### src/rtl/boot_alias_pkg.sv
package boot_alias_pkg;

  typedef enum logic [1:0] {
    SEL_MAIN = 2'b00,
    SEL_SYS  = 2'b01,
    SEL_SRAM = 2'b11
  } alias_sel_e;

  function automatic alias_sel_e pins_to_sel(input logic b0, input logic b1);
    if (!b0)     return SEL_MAIN;
    else if (b1) return SEL_SRAM;
    else         return SEL_SYS;
  endfunction

  function automatic logic sel_code_legal(input logic [1:0] code);
    return code != 2'b10;
  endfunction

endpackage

### src/rtl/boot_sel_ctrl.sv
module boot_sel_ctrl
  import boot_alias_pkg::*;
(
  input  logic       clk_i,
  input  logic       rst_ni,
  input  logic       stby_exit_i,
  input  logic       boot0_i,
  input  logic       boot1_i,
  input  logic       reg_we_i,
  input  logic [1:0] reg_wdata_i,
  output alias_sel_e sel_o,
  output logic       cap_pend_o
);

  alias_sel_e sel_q;
  logic       pend_q;
  logic       capture;

  // capture on first edge out of reset or on standby exit; beats sw write
  assign capture = pend_q | stby_exit_i;

  always_ff @(posedge clk_i or negedge rst_ni) begin
    if (!rst_ni) begin
      pend_q <= 1'b1;
      sel_q  <= SEL_MAIN;
    end else begin
      pend_q <= 1'b0;
      if (capture)
        sel_q <= pins_to_sel(boot0_i, boot1_i);
      else if (reg_we_i && sel_code_legal(reg_wdata_i))
        sel_q <= alias_sel_e'(reg_wdata_i);
    end
  end

  assign sel_o      = sel_q;
  assign cap_pend_o = pend_q;

endmodule

### src/rtl/alias_xlate.sv
module alias_xlate
  import boot_alias_pkg::*;
#(
  parameter int unsigned        ADDR_W    = 32,
  parameter int unsigned        WIN_BITS  = 16,
  parameter logic [ADDR_W-1:0]  MAIN_BASE = 'h0800_0000,
  parameter logic [ADDR_W-1:0]  SYS_BASE  = 'h1FFF_0000,
  parameter logic [ADDR_W-1:0]  SRAM_BASE = 'h2000_0000
) (
  input  alias_sel_e        sel_i,
  input  logic [ADDR_W-1:0] addr_i,
  output logic [ADDR_W-1:0] addr_o
);

  localparam int unsigned HI_W = ADDR_W - WIN_BITS;

  logic                in_win;
  logic [ADDR_W-1:0]   base;
  logic [ADDR_W-1:0]   offs;

  assign in_win = (addr_i[ADDR_W-1:WIN_BITS] == {HI_W{1'b0}});
  assign offs   = {{HI_W{1'b0}}, addr_i[WIN_BITS-1:0]};

  always_comb begin
    unique case (sel_i)
      SEL_SYS:  base = SYS_BASE;
      SEL_SRAM: base = SRAM_BASE;
      default:  base = MAIN_BASE;
    endcase
  end

  assign addr_o = in_win ? (base + offs) : addr_i;

endmodule

### src/rtl/boot_alias_remap.sv
module boot_alias_remap
  import boot_alias_pkg::*;
#(
  parameter int unsigned        ADDR_W    = 32,
  parameter int unsigned        WIN_BITS  = 16,
  parameter logic [ADDR_W-1:0]  MAIN_BASE = 'h0800_0000,
  parameter logic [ADDR_W-1:0]  SYS_BASE  = 'h1FFF_0000,
  parameter logic [ADDR_W-1:0]  SRAM_BASE = 'h2000_0000
) (
  input  logic              clk_i,
  input  logic              rst_ni,
  input  logic              stby_exit_i,
  input  logic              boot0_i,
  input  logic              boot1_i,
  input  logic              reg_we_i,
  input  logic [1:0]        reg_wdata_i,
  input  logic [ADDR_W-1:0] cpu_addr_i,
  output logic [ADDR_W-1:0] phys_addr_o,
  output logic [1:0]        alias_sel_o
);

  alias_sel_e sel;
  logic       cap_pend_q;

  boot_sel_ctrl u_ctrl (
    .clk_i       (clk_i),
    .rst_ni      (rst_ni),
    .stby_exit_i (stby_exit_i),
    .boot0_i     (boot0_i),
    .boot1_i     (boot1_i),
    .reg_we_i    (reg_we_i),
    .reg_wdata_i (reg_wdata_i),
    .sel_o       (sel),
    .cap_pend_o  (cap_pend_q)
  );

  alias_xlate #(
    .ADDR_W    (ADDR_W),
    .WIN_BITS  (WIN_BITS),
    .MAIN_BASE (MAIN_BASE),
    .SYS_BASE  (SYS_BASE),
    .SRAM_BASE (SRAM_BASE)
  ) u_xlate (
    .sel_i  (sel),
    .addr_i (cpu_addr_i),
    .addr_o (phys_addr_o)
  );

  assign alias_sel_o = sel;

endmodule

### config.mk
export PLATFORM = sky130hd
export DESIGN_NAME = boot_alias_remap
export DESIGN_NICKNAME = d
export VERILOG_FILES = /design/src/rtl/boot_alias_pkg.sv /design/src/rtl/boot_sel_ctrl.sv /design/src/rtl/alias_xlate.sv /design/src/rtl/boot_alias_remap.sv
export SDC_FILE = /design/constraint.sdc
export NUM_CORES = 1
export LEC_CHECK = 0
export BUFFER_PORTS_ARGS = -buffer_cell sky130_fd_sc_hd__buf_4
export CORE_MARGIN = 3
export CORE_UTILIZATION = 27
export CTS_BUF_LIST = sky130_fd_sc_hd__clkbuf_4
export DETAILED_ROUTE_END_ITERATION = 6
export PLACE_DENSITY = 0.8
export SKIP_CTS_REPAIR_TIMING = 1
export SYNTH_ARGS = -nofsm -noshare
export SYNTH_HDL_FRONTEND = slang
export SYNTH_SLANG_ARGS = --single-unit
### constraint.sdc
create_clock -name clk_i -period 1.5 [get_ports clk_i]
set_input_delay 0.3 -clock clk_i [delete_from_list [all_inputs] [get_ports clk_i]]
set_output_delay 0.3 -clock clk_i [all_outputs]
set_load 0.05 [all_outputs]
==> results of run 1 <==
## critical path, delay by kind of cell
family / cells / cell delay, ps
AOI/OAI and AO/OA: 1 / 170
buffers and inverters: 3 / 500
and+or+nand+nor: 2 / 480
## synthesized netlist by cell type
master / number
conb_1: 1
dfstp_2: 1
buf_2: 1
and2_1: 1
nor2_1: 2
nor4_1: 4
a21oi_1: 1
a21o_1: 1
nand4_1: 1
clkbuf_1: 2
nand3_1: 1
buf_4: 16
o21bai_1: 14
a22oi_1: 1
o21ai_0: 1
nand2_1: 2
dfrtp_1: 2
buf_6: 1
nand2b_1: 2
## cell families after synthesis
kind of cell / after synthesis
AO/OA/AOI/OAI: 18
buffers and inverters: 20
flip-flops: 3
other: 1
AND/OR/NAND/NOR: 13
## where the power goes
group,internal [mW],switching [mW],leakage (nW)
sequential,0.0893,0.00780,0.0325
combinational,0.157,0.187,0.397
clock,0.118,0.0409,0.0184
total,0.364,0.236,0.448
## sequential cells by signal (all words and copies together) (netlist names)
name               count
u_ctrl.cap_pend_o      1
u_ctrl.sel_o           2
## routing by layer
layer / vias to the layer above / GRT usage (%) / wire length [µm]
li1: 244 / - / -
met1: 218 / 14.2 / 447
met2: 35 / 28.4 / 1040
met3: 8 / 3.16 / 169
met4: 0 / 11.7 / 31
met5: - / 0 / 0
## how the worst min path moves through the flow
stage,from,to,slack (ps),cells past startpoint
after floorplan,rst_ni,u_ctrl.sel_o[0],4,0
after global placement,rst_ni,u_ctrl.sel_o[1],90,1
after detailed placement,rst_ni,u_ctrl.sel_o[0],90,1
after CTS,rst_ni,u_ctrl.sel_o[1],-160,1
after global routing,boot1_i,u_ctrl.sel_o[1],380,3
final,boot0_i,u_ctrl.sel_o[0],360,3
## metrics by stage
stage               cell area, µm²  instances  setup slack, ps  utilization [%]
floorplan                      638         55             -281                -
global placement               871         99             -208             63.0
detailed placement             871         99             -216             63.0
CTS                            901        103             -219             65.2
global route                  1020        104             -282             74.0
finish                        1020        104             -252             74.0
## cells in the final DEF, fill, tap and decap left out, drive strengths merged
master and n:
nand4 1, dlygate4sd3 1, nor2 2, nand2b 2
and2 1, conb 1, a21o 1, o21bai 14
dfrtp 2, buf 49, a21oi 1, nand2 2
nor4 4, nand3 1, a22oi 1, clkbuf 4
o21ai 1, dfstp 1
## layout make-up
cell class | count | share of cell area (%)
Timing Repair Buffer | 50 | 46.5
Tap cell | 15 | 1.83
Multi-Input combinational cell | 32 | 41.1
Sequential cell | 3 | 7.70
Clock buffer | 4 | 2.93
==> results.cfg, run 1 <==
[final_layout]
fillCellCount = 97
area_growth_pct = 141
multiInputGateArea_um2 = 420
num-nets-final = 130
drive_above_1_share_pct = 84.3
antennaDiodeCount = 0
ff_latch_area_um2 = 78.8

[cts]
cts_buffers = 3
clkSlewWorstSetupHoldPaths_ps = 30
cts_sinks = 3
clk_path_buf_depth = 2
cts_tree = yes
cts_root_buffer = clkbuf_4
cts_htree_levels = 1
clk_latency_ps = 230

[status]
failed_checks = negative setup slack
status = finished, violations left

[drt]
drtPass1Iterations = 2
routed_wirelength_um = 1690
drt.antenna.violating_nets = 0
viasPerCell = 4.86
vias = 505
drc = 0
wire_per_inst_um = 16.3
drtIter0Drc = 3

[sta]
fin_crit_ps = 1750
setup_ws_ps = -252
hold_viol = 0
max_freq_mhz = 571
timing.hold.ws_ps = 364
drv_slew = 0
final.period_utilization_pct = 117
setup_tns_ps = -3030
rsz0062_at_grt = true
fin_worst_skew_ps = 3.27
setup_viol_count_final = 14

[floorplanning]
die_w_um = 45.6
dieHeight_um = 45.6
die_area_um2 = 2080
rows = 13
core-area_um2 = 1380
initial_core_util_pct = 30.7
boundaryPins = 74

[yosys]
synthCells = 55
synth-seq-cells = 3
synth_top_family_by_area = buffers and inverters
synth_fa_ha_area_share_pct = 0
syn-num-nets = 95
synth_compound_area_share_pct = 30.7
synth.top_cells.by_area = buf_4 28%, o21bai_1 25%, dfrtp_1 12%
netlist.area_leader.share_pct = 28.3
muxShareOfSynthArea_pct = 0
syn_area_um2 = 424
synthSimpleGateAreaFrac_pct = 16.5
ys_seq_area_share_pct = 18.0
synth_warnings = 0
synth_top_area_cell = buf_4
ys_types = 19
synth_xor_area_share_pct = 0
syn_area_per_cell_um2 = 7.71

[critical_path]
r2r_end = u_ctrl.sel_o[1]
crit_type = input pin to output pin
crit_chain = buf_4, nor4_4, nand4_1, buf_6, o21bai_4, buf_8
slowest_delay_ps = 280
cp.required_ps = 1200
critPathLaunch = cpu_addr_i[30]
cp_slowest_cell = nor4_4
crit_path_max_fanout = 7
regToRegSetupSlack_ps = 600
rr_startpoint = u_ctrl.cap_pend_o
cp.arrival_ps = 1450
startpoint_type = input pin
endpoint = phys_addr_o[21]
r2r_cells = 2
end_kind = output pin

[pwr]
p_total_mw = 0.600
power_density_nw_per_um2 = 586
ir_drop_mv = 0.481
p_leak_nw = 0.448

[global_routing]
overflow = 0
grt_usage_pct = 15.3
grt_max_degree = 13
grt_pass1_wl_um = 2200
antenna_found_initial = 0
grt_pass1_vias = 499

[placement]
gp_congestion = 0.588
io_buffers = 41
dp_hpwl_um = 1380

[flow_run]
cap_violations = 0

[worst_hold_path]
min_path_type = input pin to flip-flop
Note: power is estimated with default switching activity, not from simulation.
==> inputs of run 2 (changes only) <==
--- a/config.mk
+++ b/config.mk
@@ -15,3 +15,4 @@
 export SYNTH_ARGS = -nofsm -noshare
 export SYNTH_HDL_FRONTEND = slang
 export SYNTH_SLANG_ARGS = --single-unit
+export TNS_END_PERCENT = 5
==> run 2 against run 1 <==
  * The flow still finishes with violations (negative setup slack)
  * Fmax rose by 0.62%
  * Via count rose by 1.6%
  * Clock-buffer cell count did not move
  * Power rose by 0.86%
  * Routed wire length rose by 4.6%
  * Sequential power fell by 2.4%
  * Worst setup slack improved by 11 ps
  * Register-to-register slack improved by 50 ps
  * Non-clock buffer count did not move
  * Critical path depth rose by 1
  * Critical path type unchanged
==> results.cfg, run 2 (same netlist as run 1, synthesis figures left out) <==
[pwr]
swShare_pct = 39.1
power_density_nw_per_um2 = 570
pwr-share-comb_pct = 58.2
p_sw_mw = 0.236
p_clk_share_pct = 26.1
p_leak_nw = 0.466
seqPwrFrac_pct = 15.7
p_int_mw = 0.369
ir_drop_mv = 0.375
p_total_mw = 0.605

[critical_path]
cp.arrival_ps = 1440
crit_type = input pin to output pin
critPathLaunch = cpu_addr_i[22]
cp_slowest_cell = nor4_2
end_kind = output pin
cpLargestDelayFamily = buffers and inverters
cp.required_ps = 1200
crit_path_max_fanout = 5
crit_chain = buf_4, nor4_2, nand4_1, buf_6, clkbuf_16, o21bai_4, buf_8
path_buf_inv = 4
slowest_delay_ps = 260
rr_startpoint = u_ctrl.sel_o[1]
startpoint_type = input pin

[placement]
io_buffers = 41
place_ws_ps = -313
dp_hpwl_um = 1300
place_area_um2 = 873
placed_cells = 97
gp_congestion = 0.652

[drt]
drt.antenna.violating_nets = 0
drc = 0
viasPerCell = 4.93
drtPass1Iterations = 4
routed_wirelength_um = 1770
vias = 513
drtIter0Drc = 7
wire_per_inst_um = 17.0

[sta]
setup_viol_count_final = 14
setup_ws_ps = -241
fin_crit_ps = 1740
final.period_utilization_pct = 116
hold_viol = 0
fin_worst_skew_ps = 0.614
rsz0062_at_grt = true
max_freq_mhz = 574
drv_slew = 0

[final_layout]
drive_above_1_share_pct = 83.1
layout_commonest_cell = buf_4
num-nets-final = 130
fin_area_um2 = 1060
layout_common_cells = 27 x buf_4, 14 x o21bai_4, 11 x buf_6, 8 x buf_8, 4 x clkbuf_4
largest_reg_flops = 2
area_growth_pct = 150
antennaDiodeCount = 0
fin_cells = 104

[cts]
clk_path_buf_depth = 2
cts_root_buffer = clkbuf_4
clkSlewWorstSetupHoldPaths_ps = 40
cts_buffers = 3
cts_sinks = 3
cts_htree_levels = 1
clk_latency_ps = 230
cts_tree = yes

[global_routing]
grt_usage_pct = 15.2
antenna_found_initial = 0
overflow = 0
grt_pass1_vias = 493
grt_max_degree = 13
grt_pass1_wl_um = 2240

[floorplanning]
initial_core_util_pct = 30.7
dieHeight_um = 45.6
core-area_um2 = 1380
die_area_um2 = 2080
rows = 13
die_w_um = 45.6
boundaryPins = 74

[worst_hold_path]
min_path_type = input pin to flip-flop
hp-start = boot0_i

[status]
failed_checks = negative setup slack
status = finished, violations left

[flow_run]
cap_violations = 0
run 2: cell types whose count changed in the layout (fill, tap and decap cells not counted), sizes merged:
cell | before | now
buf | 49 | 48
clkbuf | 4 | 5
run 2: tightest hold or removal path: stages:
cell,delay [ps]
buf_4,80
nor2_1,30
a21oi_1,110
run 2: per-stage QoR:
stage | util [%] | setup TNS (ps) | hold slack (ps)
finish | 76.8 | -2960 | 341
CTS | 65.3 | -3920 | -149
global route | 76.8 | -3950 | 345
global placement | 63.2 | -3110 | 89.0
detailed placement | 63.2 | -3840 | 89.8
floorplan | - | -3740 | 4.41
run 2: worst paths after layout:
| check | endpoint | slack [ps] | cells past startpoint |
|---|---|---|---|
| setup / recovery | phys_addr_o[21] | -240 | 7 |
| hold / removal | u_ctrl.sel_o[0] | 340 | 3 |
| setup reg to reg | u_ctrl.sel_o[1] | 650 | 3 |
| hold reg to reg | u_ctrl.sel_o[1] | 640 | 3 |
| max in group asynchronous | u_ctrl.cap_pend_o | 920 | 2 |
| min in group asynchronous | u_ctrl.sel_o[0] | 400 | 2 |
run 2: area by class of cell:
cell class              count  area [µm²]
flip-flops and latches      3        78.8
clock buffers               4        30.0
multi-input cells          32         413
well taps                  15        18.8
repair buffers             50         522
fillers                    98         320
run 2: routing by layer:
layer / part of all wire (%) / global-route usage [%] / up-vias / wire length [µm]
li1: - / - / 244 / -
met2: 62 / 30.9 / 26 / 1090
met1: 25 / 13.5 / 235 / 449
met5: 0 / 0 / - / 0
met4: 3.8 / 5.85 / 0 / 68
met3: 8.8 / 4.35 / 8 / 156
run 2: power by group through the flow:
stage	registers, mW	clock network (mW)	logic (mW)
floorplan	0.111	0	0.286
global placement	0.0956	0	0.310
detailed placement	0.0957	0	0.316
CTS	0.0947	0.160	0.317
global route	0.0959	0.178	0.367
finish	0.0948	0.158	0.352
